===== src/rtl/sync_health_monitor.sv =====
module sync_health_monitor #(
  parameter int CORR_W = 8,
  parameter int CNT_W  = 4
) (
  input  logic                     clk,
  input  logic                     rst_n,
  input  logic                     cfg_i,
  input  logic                     join_req_i,
  input  logic                     corr_stb_i,
  input  logic                     corr_ok_i,
  input  logic signed [CORR_W-1:0] rate_corr_i,
  input  logic signed [CORR_W-1:0] offs_corr_i,
  input  logic [CORR_W-1:0]        rate_lim_i,
  input  logic [CORR_W-1:0]        offs_lim_i,
  input  logic                     idle_stb_i,
  input  logic [CNT_W-1:0]         pass_lim_i,
  input  logic [CNT_W-1:0]         fatal_lim_i,
  output logic                     sync_o,
  output logic [CNT_W-1:0]         fail_cnt_o,
  output logic [1:0]               level_o
);
  localparam logic [1:0]       LVL_ACT = 2'b00;
  localparam logic [1:0]       LVL_PAS = 2'b01;
  localparam logic [1:0]       LVL_HLT = 2'b10;
  localparam logic [CNT_W-1:0] CNT_MAX = '1;

  logic [CORR_W-1:0] rate_mag, offs_mag;
  logic rate_bad, offs_bad, corr_fail, lim_bad;
  logic viol_pend, join_pend;
  logic [1:0] lvl_nxt;
  logic sync_nxt;

  assign rate_mag  = rate_corr_i[CORR_W-1] ? $unsigned(-rate_corr_i) : $unsigned(rate_corr_i);
  assign offs_mag  = offs_corr_i[CORR_W-1] ? $unsigned(-offs_corr_i) : $unsigned(offs_corr_i);
  assign rate_bad  = rate_mag > rate_lim_i;
  assign offs_bad  = offs_mag > offs_lim_i;
  assign lim_bad   = corr_ok_i & (rate_bad | offs_bad);
  assign corr_fail = ~corr_ok_i | lim_bad;

  always_comb begin
    lvl_nxt  = level_o;
    sync_nxt = sync_o;
    if (level_o != LVL_HLT) begin
      if (fail_cnt_o > fatal_lim_i) begin
        lvl_nxt  = LVL_HLT;
        sync_nxt = 1'b0;
      end else if (fail_cnt_o > pass_lim_i || viol_pend) begin
        lvl_nxt  = LVL_PAS;
        sync_nxt = 1'b0;
      end else if (level_o == LVL_PAS) begin
        if (fail_cnt_o == '0) begin
          lvl_nxt  = LVL_ACT;
          sync_nxt = 1'b1;
        end
      end else if (join_pend) begin
        sync_nxt = 1'b1;
      end
    end
  end

  always_ff @(posedge clk or negedge rst_n) begin
    if (!rst_n) begin
      fail_cnt_o <= '0;
      viol_pend  <= 1'b0;
      join_pend  <= 1'b0;
      level_o    <= LVL_ACT;
      sync_o     <= 1'b0;
    end else if (cfg_i) begin
      fail_cnt_o <= '0;
      viol_pend  <= 1'b0;
      join_pend  <= 1'b0;
      level_o    <= LVL_ACT;
      sync_o     <= 1'b0;
    end else begin
      if (idle_stb_i) begin
        level_o   <= lvl_nxt;
        sync_o    <= sync_nxt;
        viol_pend <= 1'b0;
        join_pend <= 1'b0;
      end
      if (join_req_i) join_pend <= 1'b1;
      if (corr_stb_i) begin
        if (!corr_fail)                fail_cnt_o <= '0;
        else if (fail_cnt_o != CNT_MAX) fail_cnt_o <= fail_cnt_o + 1'b1;
        if (lim_bad) viol_pend <= 1'b1;
      end
    end
  end
endmodule


===== config.mk =====
export PLATFORM = sky130hd
export DESIGN_NAME = sync_health_monitor
export DESIGN_NICKNAME = d
export VERILOG_FILES = /design/src/rtl/sync_health_monitor.sv
export SDC_FILE = /design/constraint.sdc
export NUM_CORES = 1
export LEC_CHECK = 0
export BUFFER_PORTS_ARGS = -buffer_cell sky130_fd_sc_hd__buf_4
export CORE_MARGIN = 2
export CORE_UTILIZATION = 45
export CTS_CLUSTER_SIZE = 10
export DETAILED_ROUTE_END_ITERATION = 8
export MAX_ROUTING_LAYER = met4
export PLACE_DENSITY = 0.74
export SYNTH_ARGS = -nofsm -noshare
export SYNTH_HDL_FRONTEND = slang
export SYNTH_SLANG_ARGS = --single-unit

===== constraint.sdc =====
create_clock -name clk -period 2.7 [get_ports clk]
set_input_delay 0.27 -clock clk [delete_from_list [all_inputs] [get_ports clk]]
set_output_delay 0.27 -clock clk [all_outputs]
set_load 0.1 [all_outputs]

# After elaboration in Yosys (flattened, before gate mapping)
# Index checks and enable logic that the tools add are counted.
[classes]
n_addsub = 3
n_lt_le_gt_ge = 4
n_eq_ne = 5
n_mux = 28
bitwise_logic = 4
n_reduce_logical = 12
[ops]
columns = ["operator", "count"]
rows = [
  ["8-bit > comparator", 2],
  ["4-bit two-way mux", 4],
  ["8-bit two-way mux", 2],
  ["8-bit negator", 2],
  ["1-bit two-way mux", 15],
  ["2-bit two-way mux", 7],
  ["4-bit > comparator", 2],
  ["4-bit AND reduction", 2],
  ["4-bit nonzero test", 2],
  ["2-bit nonzero test", 3],
  ["5-bit by 4-bit inequality test with 1-bit output, second input constant", 1],
  ["5-bit nonzero test", 1],
  ["4-bit by 1-bit adder with 4-bit output, second input constant", 1],
  ["4-bit logical NOT", 1],
  ["4-bit inequality test, second input constant", 1],
  ["3-bit by 2-bit inequality test with 1-bit output, second input constant", 1],
  ["3-bit nonzero test", 1],
  ["2-bit by 1-bit equality test with 1-bit output, second input constant", 1],
  ["2-bit inequality test, second input constant", 1],
  ["1-bit OR", 2],
  ["2-bit AND reduction", 1],
  ["1-bit AND", 1],
  ["1-bit logical OR", 1],
  ["1-bit inverter", 1],
]
[totals]
reg_bits = 9
out_inout_bits = 7
wordCells = 61

# Logic depth before layout (Yosys ltp)
# Gate-level depths: netlist of run 1.
[depth]
ltp_word = 9
ltp_mapped = 11
mapped_depth_nobuf = 11

# Worst setup path after synthesis of run 1
# Ideal clock, no wire load.
[synth_path]
path_type = "in2reg"
startpoint = "input offs_corr_i[2]"
endpoint = "register fail_cnt_o[2]"
setup_time_ps = 143
t_arrival_ps = 2216
required_time_ps = 2557
path_slack_ps = 340
stages = 9
path_cell_list = "or3_1 -> o31ai_1 -> xnor2_1 -> ha_1 -> a21oi_1 -> nor2_1 -> a2111oi_2 -> o221a_4 -> nor4_2"
[synth_via]
elab_chain_len = 9
[synth_lines]
columns = ["item", "line", "text"]
rows = [
  ["start: declaration", "12", "input logic signed [CORR_W-1:0] offs_corr_i,"],
  ["8-bit negator", "34", "assign offs_mag = offs_corr_i[CORR_W-1] ? $unsigned(-offs_corr_i) : $unsigned(offs_corr_i);"],
  ["8-bit two-way mux *", "34", ""],
  ["8-bit > comparator *", "36", "assign offs_bad = offs_mag > offs_lim_i;"],
  ["1-bit OR *", "37", "assign lim_bad = corr_ok_i & (rate_bad | offs_bad);"],
  ["1-bit AND *", "37", ""],
  ["1-bit OR *", "38", "assign corr_fail = ~corr_ok_i | lim_bad;"],
  ["4-bit two-way mux", "83", "if (!corr_fail) fail_cnt_o <= '0;"],
  ["4-bit two-way mux", "82", "if (corr_stb_i) begin"],
  ["4-bit two-way mux", "68", "end else if (cfg_i) begin"],
  ["end signal: assignment", "84", "else if (fail_cnt_o != CNT_MAX) fail_cnt_o <= fail_cnt_o + 1'b1;"],
  ["end: declaration", "19", "output logic [CNT_W-1:0] fail_cnt_o,"],
]
# Every way passes the cells marked *; elsewhere a longest branch is shown, timed or not. The select of a mux whose other input is x is not followed.
# A chain may end at the register's enable or synchronous reset.

# Final worst setup path of run 1
[layout_path]
startpoint = "input offs_corr_i[2]"
endpoint = "register fail_cnt_o[3]"
# The elaborated chain is that of the path after synthesis.

==> results.txt, run 1 <==
* Layout Area Growth over Synthesis: 34.34%
- The congestion estimate from routability-driven global placement came to 0.8000.
- The final layout contains 307 nets.
- Count of yosys warnings during synthesis: 0
- Global routing finished with a remaining overflow of 0.
* Sum of internal, switching and leakage power: 589.6 uW
* Mean post-synth cell area: 8.126 um^2
* Die ar.: 3606 um^2
* Site row count: 20
- The initial antenna violation count was 0.
* Critical Path Sink Type: register
* Wire length of the first global-routing pass: 5202 um
- Post-cts repair resize count: 0
- STA classifies the critical path startpoint as an input pin.
- Maximum number of pins on one net before global-route repair: 11
* Number of post-CTS setup repair buffers: 0
- For the pin with the worst max-slew slack, the measured transition is 0.3997 ns.
- Total leakage power: 0.9909 nW
- After filler insertion, the fill cell instance count of the layout stands at 308.
- The later pin in the worst-skew pair is clocked with a latency of 0.26 ns.
- Clock-pin slew was measured on the worst setup and hold paths at 0.06 ns.
- Across every metal layer, demand over resource in global routing totals 0.1899.
- In this run the vertical extent of the chip is 60.05 um.
* Final-layout setup total negative slack: 0 ns
- The count of final hold-check violations came to 0.
- After detailed routing, the average wire length per cell comes to 10.87 um.
- For the worst setup path, the data arrival time is 2.43 ns.
- Required arrival time at the worst endpoint: 2.82 ns
- Via count of the routed design: 1,367
- Max Cap Violations: 0
* Total CTS buffers: 3
* Max rail drop VDD: 0.0001173 V
* Maximum achievable frequency: 434.3 MHz
- In this run the clock root is driven by a sky130_fd_sc_hd__clkbuf_4.
- Number of port buffers: 53
* Ports placed on the boundary: 54
* Remaining antenna violation count after routing: 0
* Number of enable flip-flop cells after synthesis: 0
- In the synthesized netlist, the number of instances is 174.
* Power density of the placed cells: 310.4 nW/um^2
- For this run, the register share of the synthesized area comes to 0.1593.
- Between clock sinks in the finished design, the worst skew comes to 0.002675 ns.
* Fraction of final layout cells with drive strength greater than 1: 0.2987
- Traced cell by cell, the critical path runs through buf_4 > or3_1 > o31ai_1 > xnor2_1 > ha_1 > a21oi_1 > nor2_1 > a2111oi_2 > o221a_4 > a2111oi_4.
- The HPWL after detailed placement is 2687 um.
* Most numerous cell in the Yosys netlist: sky130_fd_sc_hd__inv_1
* Synth top area cells: sky130_fd_sc_hd__ha_1 25%, sky130_fd_sc_hd__dfrtp_1 16%, sky130_fd_sc_hd__inv_1 8.8%
* Number of antenna cells inserted: 0
- Across the whole layout, storage elements account for 225.2 um^2.
- Setup violations remaining at the end of the flow were counted as 0.
- Post-route DRC: 0
- The die is 60.05 um wide.
* Cell type with the largest total area after synthesis: sky130_fd_sc_hd__ha_1
* Final core area utilization: 0.6273
* CTS tree: yes
- The synthesized design contains 9 register bits.
- Relative slew slack: 0.7301
- The run finished with clean final reports.
- The count of final max-slew check failures is 0.
- In the finished design, the share of the clock period the worst path needs comes to 0.8529.
* Flip-flop cell with the highest count after synthesis: sky130_fd_sc_hd__dfrtp_1
- Initial core utilization: 0.4669
- Highest net fanout along the worst path: 4
- In this run the number of H-tree levels came out at 1.
- Tmin final: 2.303 ns
* Area share of the largest cell type after synthesis: 0.2478
* Unrepaired setup endpoints after global routing: false
- Initial DRC Count: 41
- Summing all multi-input logic gate instances after layout gives 1061 um^2.
- Post-synthesis instance area: 1414 um^2
* Crit-path max cell delay: 0.41 ns
- Summed over all layers, the routed wires come to 2989 um.
- Ys async rst share: 1.000
* Vias in the first global route: 1,316
* CTS Sinks: 9
* Netlist cell types: 38
- The min-delay analysis places its worst path in the category in -> reg.
- Number of detailed-routing iterations run before antenna repair: 4
- Ranked by instance count, the synthesized netlist is headed by 33 x sky130_fd_sc_hd__inv_1, 28 x sky130_fd_sc_hd__ha_1, 14 x sky130_fd_sc_hd__nand2_1, 12 x sky130_fd_sc_hd__nor2_1.
* Average via count per standard cell: 4.971
- After floorplanning, the core was sized to cover 3028 um^2.
- Among all stages on the critical path, the largest delay is contributed by sky130_fd_sc_hd__a2111oi_2.
* Crit Path Category: in -> reg
* Synthesized netlist net count: 249
* Number of buffers between clock root and the deepest sink: 2
## through the flow
stage	hold WS [ns]	std cells	cell area [um^2]	setup WS (ns)
after CTS	0.2248	275	1899	0.3868
after global placement	0.1032	270	1863	0.1324
after detailed placement	0.1039	270	1863	0.1118
after floorplan	-0.02559	174	1414	0.3403
final	0.2328	275	1899	0.3972
after global routing	0.2512	275	1899	0.2380
## cell type report
type / instances / area share
multi-input cells: 131 / 0.5586
repair buffers: 54 / 0.2148
flip-flops and latches: 9 / 0.1186
inverters: 33 / 0.06522
well taps: 44 / 0.02899
clock buffers: 4 / 0.01383
## cells in the final DEF, fill, tap and decap left out, types with 2 or more instances in the layout
| cell type | n |
|---|---|
| sky130_fd_sc_hd__o21ai_0 | 7 |
| sky130_fd_sc_hd__a2111oi_2 | 3 |
| sky130_fd_sc_hd__nand2b_1 | 3 |
| sky130_fd_sc_hd__a21oi_1 | 11 |
| sky130_fd_sc_hd__nor4_1 | 2 |
| sky130_fd_sc_hd__a31oi_1 | 3 |
| sky130_fd_sc_hd__buf_4 | 53 |
| sky130_fd_sc_hd__nor3_1 | 2 |
| sky130_fd_sc_hd__nor2b_1 | 3 |
| sky130_fd_sc_hd__dfrtp_1 | 9 |
| sky130_fd_sc_hd__o211ai_1 | 2 |
| sky130_fd_sc_hd__xnor2_1 | 11 |
| sky130_fd_sc_hd__o211ai_2 | 2 |
| sky130_fd_sc_hd__nor2b_4 | 2 |
| sky130_fd_sc_hd__nand4_1 | 6 |
| sky130_fd_sc_hd__inv_1 | 33 |
| sky130_fd_sc_hd__nor2_1 | 12 |
| sky130_fd_sc_hd__or3_1 | 2 |
| sky130_fd_sc_hd__ha_1 | 28 |
| sky130_fd_sc_hd__clkbuf_4 | 3 |
| sky130_fd_sc_hd__nand2_1 | 14 |
## sequential cells by signal, indices dropped and copies added, names as in the netlist
register	flops
fail_cnt_o	4
level_o	2
join_pend	1
sync_o	1
viol_pend	1
## kinds of logic (layout without fill, tap and decap cells)
group,Yosys count,in the layout,synth area share
AOI/OAI and AO/OA,37,37,0.2106
xor gates and xnor gates,11,11,0.06814
adders and majority gates,28,28,0.2478
buffers and inverters,34,91,0.09026
DFF,9,9,0.1593
and+or+nand+nor,55,55,0.2239
## routing by layer
layer | up-vias | GRT usage | share of wire
met5 | - | - | 0
met4 | 0 | 0.03810 | 0.0043
met3 | 2 | 0.02165 | 0.041
met2 | 31 | 0.3401 | 0.50
met1 | 604 | 0.2277 | 0.45
li1 | 730 | - | -
## power breakdown
group	internal, mW	switching [mW]	leakage [nW]
logic	0.144	0.186	0.855
clock network	0.0569	0.0469	0.0150
registers	0.145	0.0108	0.121
## repair_timing
| action | 4_1_cts | 5_1_grt |
|---|---|---|
| hold buffers | 1 | 0 |
| endpoints found under the hold margin | 9 | 0 |
| endpoints found under the setup margin | 0 | 0 |
## final timing paths
path                       slack (ns)      startpoint  depth (start not counted)            end
max                              0.40  offs_corr_i[2]                         10  fail_cnt_o[3]
min                              0.23      join_req_i                          3      join_pend
max reg2reg                      0.98   fail_cnt_o[1]                          7     level_o[0]
min reg2reg                      0.52       join_pend                          2      join_pend
max in group asynchronous        2.19           rst_n                          2      viol_pend
min in group asynchronous        0.37           rst_n                          2     level_o[0]
## worst max-delay path, delay by kind of cell
family	cells	cell delay [ns]
AND/OR/NAND/NOR	2	0.46
AO/OA/AOI/OAI	5	1.16
adder cells (fa/ha/maj)	1	0.26
XOR/XNOR	1	0.16
buffers and inverters	1	0.12
Power figures use the tool's default switching activity.
==> run 2, diff against run 1 <==
- clock period: 2.7 -> 2.8 ns (I/O delays scaled with it)
==> run 2 against run 1 <==
  * Critical path depth is the same
  * Hold slack better by 0.0010 ns
  * Design area unchanged
  * Die area is the same
  * Via count about the same
  * Wire length shrank 1.7%
  * Largest power group unchanged
  * Utilization stayed put
  * Register-to-register slack better by 0.14 ns
==> results.txt, run 2 (synthesis gave the netlist of run 1 again) <==
* Largest registers: fail_cnt_o: 4 flops, level_o: 2 flops
* Initial core utilization: 0.4669
* Commonest non-fill, non-tap cell in the layout: sky130_fd_sc_hd__buf_4
- Wires add up to 2939 um.
* Register with the most flip-flops: fail_cnt_o
- Setup repair after global routing left no endpoint under its margin.
- Vert. Die Dim: 60.05 um
* Root cell of the clock tree: sky130_fd_sc_hd__clkbuf_4
- Final-layout setup total negative slack: 0 ns
* Final routed wire length divided by cell count: 10.69 um
- Worst setup skew after layout: 0.001855 ns
- Number of post-CTS setup repair buffers: 0
- Total CTS buffers: 3
- In the global route stage, overall resource usage came out at 0.1872.
- TritonCTS built the clock tree.
- The analysis attributes to cell leakage a power of 0.9909 nW.
- Wire length of the first global-routing pass: 5050 um
- At the end of routability-driven placement, the weighted congestion stood at 0.8000.
- The repair_antennas step left the layout with diodes totalling 0.
- The flow ran to the end, and the final reports show no timing, DRC or antenna violations.
- Final Hold Violating Endpoints: 0
* DPL Wire Length: 2628 um
- For this design the ratio of total power to cell area is 299.6 nW/um^2.
- For the pin with the worst max-slew slack, the measured transition is 0.4177 ns.
- The initialized floorplan defines 20 standard-cell rows.
* Minimum setup slack in the final design: 0.4887 ns
- During placement, the flow inserted port buffers numbering 53.
- Clock latency on the worst-skew pair, taken at its later pin, is 0.26 ns.
- Worst setup timing slack at the placement stage: 0.2002 ns
* Ports placed on the boundary: 54
- Die ar.: 3606 um^2
- CTS built an H-tree with a depth of 1.
* Leading cell types in the layout, fill and taps excluded: 53 x sky130_fd_sc_hd__buf_4, 33 x sky130_fd_sc_hd__inv_1, 28 x sky130_fd_sc_hd__ha_1
* Remaining global-route overflow: 0
* Post-route DRC: 0
- The worst setup path is launched from an input pin.
- Die outline width: 60.05 um
* Remaining antenna violation count after routing: 0
* Initial DRC Count: 84
* CTS Sinks: 9
* Data arrival time at the worst-slack endpoint: 2.44 ns
* Number of buffers between clock root and the deepest sink: 2
- Clock-pin slew was measured on the worst setup and hold paths at 0.06 ns.
- Average via count per standard cell: 4.975
* Net total in the final layout: 307
- Maximum achievable frequency: 432.7 MHz
* Via count of the routed design: 1,368
- Sum of internal, switching and leakage power: 569.0 uW
- The worst setup path is captured at a register.
- In the finished design, the share of the clock period the worst path needs comes to 0.8255.
- Hold Crit Class: in -> reg
* Filler Cells Inserted: 280
- Vias in the first global route: 1,322
* Layout Area Growth over Synthesis: 34.34%
- The count of final max-slew check failures is 0.
- Max rail drop VDD: 0.0001017 V
* Final setup violating endpoints: 0
- In this run the standard cell core region covers 3028 um^2.
- Required arrival time at the worst endpoint: 2.93 ns
* Number of detailed-routing iterations run before antenna repair: 4
- The worst setup path is of the in -> reg kind.
* Max Cap Violations: 0
- Relative slew slack: 0.7210
* Highest net fanout along the worst path: 4
- In the final layout, the share of cells above drive strength 1 is 0.2987.
- Tmin final: 2.311 ns
- The initial antenna violation count is 0.
- Number of flip-flops in the largest register: 4
- Entering global routing, the biggest net connects 11 pins.
-- run 2: routing by layer --
| layer | part of all wire | track usage | wire, um | vias to the layer above |
|---|---|---|---|---|
| met5 | 0 | - | 0 | - |
| met4 | 0.0088 | 0.04762 | 26 | 0 |
| met3 | 0.047 | 0.01948 | 139 | 4 |
| met2 | 0.50 | 0.3447 | 1470 | 36 |
| met1 | 0.44 | 0.2134 | 1302 | 601 |
| li1 | - | - | - | 727 |
-- run 2: final timing paths --
kind	start	end	slack [ns]	cells after the start
max in group asynchronous	rst_n	viol_pend	2.29	2
worst max register to register	fail_cnt_o[3]	level_o[0]	1.12	6
min in group asynchronous	rst_n	level_o[0]	0.37	2
worst min-delay path	join_req_i	join_pend	0.23	3
worst min register to register	join_pend	join_pend	0.51	2
worst max-delay path	offs_corr_i[2]	fail_cnt_o[3]	0.49	10
-- run 2: cell type report --
cell class                      count  area, um^2  share of cell area
Timing Repair Buffer               54       407.9              0.2148
Tap cell                           44       55.05             0.02899
Multi-Input combinational cell    131        1061              0.5586
Sequential cell                     9       225.2              0.1186
Clock buffer                        4       26.28             0.01383
Inverter                           33       123.9             0.06522
-- run 2: what timing repair did --
action | CTS | global route
resized for setup | 0 | 0
hold buffers | 1 | 0
endpoints found under the hold margin | 9 | 0
-- run 2: power breakdown --
part           leakage, nW  internal [mW]  switching, mW  total, mW
Combinational        0.855          0.139          0.178      0.317
Clock               0.0150         0.0550         0.0470      0.102
Sequential           0.121          0.140         0.0102      0.150
-- run 2: worst max-delay path, stage by stage --
cell and delay [ns]:
sky130_fd_sc_hd__buf_4 0.12, sky130_fd_sc_hd__or3_1 0.40, sky130_fd_sc_hd__o31ai_1 0.25, sky130_fd_sc_hd__xnor2_1 0.16, sky130_fd_sc_hd__ha_1 0.26, sky130_fd_sc_hd__a21oi_1 0.15
sky130_fd_sc_hd__nor2_1 0.06, sky130_fd_sc_hd__a2111oi_2 0.42, sky130_fd_sc_hd__o221a_4 0.30, sky130_fd_sc_hd__a2111oi_4 0.05
-- run 2: per-stage QoR --
stage	util	std cells	hold WS [ns]	instance area, um^2
2_1_floorplan	-	174	-0.01559	1414
3_3_place_gp	0.6153	270	0.1134	1863
3_5_place_dp	0.6153	270	0.1136	1863
4_1_cts	0.6273	275	0.2322	1899
5_1_grt	0.6273	275	0.2571	1899
6_report	0.6273	275	0.2338	1899
==> run 3, diff against run 2 <==
- ABC_AREA: not set -> 1
- clock period: 2.8 -> 2.2 ns (I/O delays scaled with it)
==> run 3 against run 2 <==
  * First-iteration DRC count decreased by 48%
  * Clock-buffer cell count unchanged
  * Sequential share of layout area decreased by 0.33 points
  * Non-clock buffer count increased by 1
  * Via count increased by 9.5%
  * Area after synthesis increased by 2.7%
  * Flip-flop and latch count unchanged
  * Utilization increased by 1.2 points
  * Design area increased by 2.8%
  * Combinational power increased by 42%
==> results.txt, run 3 <==
* Power density of the placed cells: 399.0 nW/um^2
- Compared with the post-synthesis result, the final layout area differs by 34.57%.
* Largest registers: fail_cnt_o: 4 flops, level_o: 2 flops
- After the first detailed-routing iteration, the DRC count stood at 44.
- The die is 60.79 um wide.
* Netlist cell types: 26
- Number of port buffers: 53
- Hold Crit Class: in -> reg
* CTS tree: yes
* Ys async rst share: 1.000
- Total buffers and inverters traversed by the critical path: 3
* Sum of internal, switching and leakage power: 779.3 uW
- Based on the critical path, the design can be clocked at up to 532.8 MHz.
* Leading cell types in the layout, fill and taps excluded: 55 x sky130_fd_sc_hd__nand2_1, 54 x sky130_fd_sc_hd__buf_4, 43 x sky130_fd_sc_hd__inv_1
- Each instance of the synthesized netlist takes up on average 6.597 um^2.
- The library cell used most frequently in the layout, excluding fill and tap cells, is sky130_fd_sc_hd__nand2_1.
- Root cell of the clock tree: sky130_fd_sc_hd__clkbuf_4
- The count of final max-slew check failures was 0.
- Max rail drop VDD: 0.0003049 V
- After routing, the total negative slack on setup checks comes to 0 ns.
- Counting every net in the synthesized netlist gives 295.
* Most numerous cell in the Yosys netlist: sky130_fd_sc_hd__nand2_1
- Share of synthesized area occupied by flip-flops and latches: 0.1552
* Total CTS buffers: 3
- Placeable core region: 3053 um^2
- The register with the most flip-flops in the layout has 4 of them.
* Transition at the pin with the smallest max-transition slack: 0.2903 ns
- Summing all multi-input logic gate instances after layout gives 1059 um^2.
* Crit Path Category: in -> reg
- Counting the fill cells in the layout gives 321.
* Cell-by-cell listing of the critical path: buf_4 > inv_1 > ha_1 > inv_1 > nor3_2 > nand2_1 > nand2_1 > xnor2_1 > ha_1 > nand2_1 > nor2_1 > nand4_1 > nand2_2 > nand3_4 > nand3_4 > nand2_4 > nand2_1 > nand2_1
* Average via count per standard cell: 4.652
- Site row count: 20
- Net total in the final layout: 354
* Number of enable flip-flop cells after synthesis: 0
- Synth top area cells: sky130_fd_sc_hd__ha_1 24%, sky130_fd_sc_hd__dfrtp_1 16%, sky130_fd_sc_hd__nand2_1 14%
- Critical Path Sink Type: register
- Latest clock arrival within the worst-skew pair: 0.27 ns
- CTS clock-pin slew for the worst setup and hold paths: 0.05 ns
- Total leakage power: 1.166 nW
- On the critical path the largest part of the delay comes from simple AND/OR/NAND/NOR gates.
- The floorplan step defined a die boundary enclosing 3695 um^2.
* Total instance count after detailed placement: 317
- Post-route DRC: 0
- The synthesized design spends more area on one cell type than any other, namely sky130_fd_sc_hd__ha_1.
- The first detailed-routing pass took 5 iterations.
* Reg area: 225.2 um^2
- Maximum number of pins on one net before global-route repair: 10
- Number of antenna cells inserted: 0
* Data arrival time at the worst-slack endpoint: 2.03 ns
* Relative slew slack: 0.8065
- Among all flip-flop cells after synthesis, the most frequent one is sky130_fd_sc_hd__dfrtp_1.
- The count of final hold-check violations was 0.
- For this run, the slowest stage of the critical path takes 0.27 ns.
* Final routed wire length divided by cell count: 9.491 um
- Measured along the y axis, the die boundary spans 60.79 um.
* Post-route fraction of the period consumed by the critical path: 0.8531
- Post-CTS timing repair inserted 0 buffers for setup.
* DPL Wire Length: 2682 um
- Excluding fillers, the count of instances in the completed layout stands at 322.
* Number of buffers between clock root and the deepest sink: 2
- Worst Setup Start Kind: input pin
- After synthesis the netlist holds a flip-flop and latch count of 9.
- CTS Sinks: 9
- Worst setup skew after layout: 0.006348 ns
- Once detail routing completed, the nets flagged for antenna violations numbered 0.
- Highest net fanout along the worst path: 5
* Wire length of the first global-routing pass: 5188 um
* Via count of the routed design: 1,498
- Unrepaired setup endpoints after global routing: false
* Tmin final: 1.877 ns
- In this run the cell area of the synthesized design comes to 1451 um^2.
- For this design the top-level I/O count stands at 54.
- CTS built an H-tree with a depth of 1.
- Post-Syn Instances: 220
- Register with the most flip-flops: fail_cnt_o
- The share of synthesized area in the top cell type comes to 0.2414.
* Remaining global-route overflow: 0
- Required arrival time at the worst endpoint: 2.35 ns
* Max Cap Violations: 0
* Final setup violating endpoints: 0
* Count of yosys warnings during synthesis: 0
- After detailed routing, the total wire length is 3056 um.
* Initial antenna violation count: 0
- Routability-driven placement finished with a final weighted congestion of 0.8633.
- In the global route stage, overall resource usage came out at 0.1883.
* Initial core utilization: 0.4754
- The via count of the first global-routing pass came to 1,325.
- Worst Hold Margin: 0.1717 ns
* Cell mode on critical path: sky130_fd_sc_hd__nand2_1
- Worst-path cell with the longest stage delay: sky130_fd_sc_hd__ha_1
* Outcome: complete, no violations
- Fraction of final layout cells with drive strength greater than 1: 0.2518
- The commonest cells after synthesis are 55 x sky130_fd_sc_hd__nand2_1, 43 x sky130_fd_sc_hd__inv_1, 28 x sky130_fd_sc_hd__ha_1, 20 x sky130_fd_sc_hd__nor2_1, 12 x sky130_fd_sc_hd__nand3_1.
-- run 3: cell count changes after synthesis, sizes merged, moves of 5 or more --
| cell | before | now |
|---|---|---|
| inv | 33 | 46 |
| nand2 | 14 | 58 |
| nand3 | 1 | 14 |
| nor2 | 12 | 21 |
| nor2b | 5 | 0 |
| xnor2 | 11 | 5 |
| xor2 | 0 | 7 |
-- run 3: repair_timing --
action | in CTS | in global routing
hold buffers | 1 | 0
endpoints found under the hold margin | 9 | 0
setup endpoints to repair | 0 | 2
gates resized for setup | 0 | 2
-- run 3: layout make-up --
type / instances / area share
Clock buffer: 4 / 0.01345
Timing Repair Buffer: 55 / 0.2127
Sequential cell: 9 / 0.1153
Inverter: 46 / 0.08841
Multi-Input combinational cell: 164 / 0.5420
Tap cell: 44 / 0.02819
-- run 3: power by group --
part,switching (mW),internal (mW)
clock,0.0572,0.0699
combinational,0.276,0.175
sequential,0.0197,0.182
total,0.352,0.427
-- run 3: stage by stage --
stage | area, um^2 | setup slack [ns] | utilization
final | 1953 | 0.3233 | 0.6398
after global routing | 1953 | 0.04896 | 0.6398
after CTS | 1943 | 0.2189 | 0.6365
after detailed placement | 1907 | -0.05318 | 0.6246
after global placement | 1907 | -0.01837 | 0.6246
after floorplan | 1451 | 0.02187 | -
-- run 3: logic make-up (layout without fill, tap and decap cells) --
kind of cell	count (synthesis)	in the layout	synth area share
flip-flops	9	9	0.1552
buffers and inverters	47	105	0.1224
XOR/XNOR	12	12	0.07241
AND/OR/NAND/NOR	103	103	0.3198
AO/OA/AOI/OAI	21	21	0.08879
adder cells (fa/ha/maj)	28	28	0.2414
-- run 3: final timing paths --
kind	slack, ns	end	startpoint	cells after the start
setup reg to reg	0.48	level_o[1]	fail_cnt_o[1]	10
hold reg to reg	0.55	viol_pend	viol_pend	2
setup / recovery	0.32	fail_cnt_o[2]	offs_corr_i[0]	18
hold / removal	0.17	viol_pend	cfg_i	2
min in group asynchronous	0.31	sync_o	rst_n	2
max in group asynchronous	1.76	level_o[1]	rst_n	2
-- run 3: metal layers --
metal	track usage	vias to the layer above	share of wire
met4	0.01863	0	0.0062
li1	-	813	-
met5	-	-	0
met3	0.04264	3	0.073
met1	0.2419	633	0.46
met2	0.3134	49	0.46
-- run 3: worst reg2reg max path, cell delays in order, from the launching register on --
cell and delay (ns):
sky130_fd_sc_hd__dfrtp_1 0.47, sky130_fd_sc_hd__ha_1 0.34, sky130_fd_sc_hd__inv_1 0.04, sky130_fd_sc_hd__o21bai_1 0.11, sky130_fd_sc_hd__nand2_1 0.07, sky130_fd_sc_hd__a32oi_2 0.22, sky130_fd_sc_hd__nor2_1 0.08, sky130_fd_sc_hd__nand2_1 0.09
sky130_fd_sc_hd__nand2_1 0.07, sky130_fd_sc_hd__nand3_1 0.07, sky130_fd_sc_hd__nand2_1 0.05
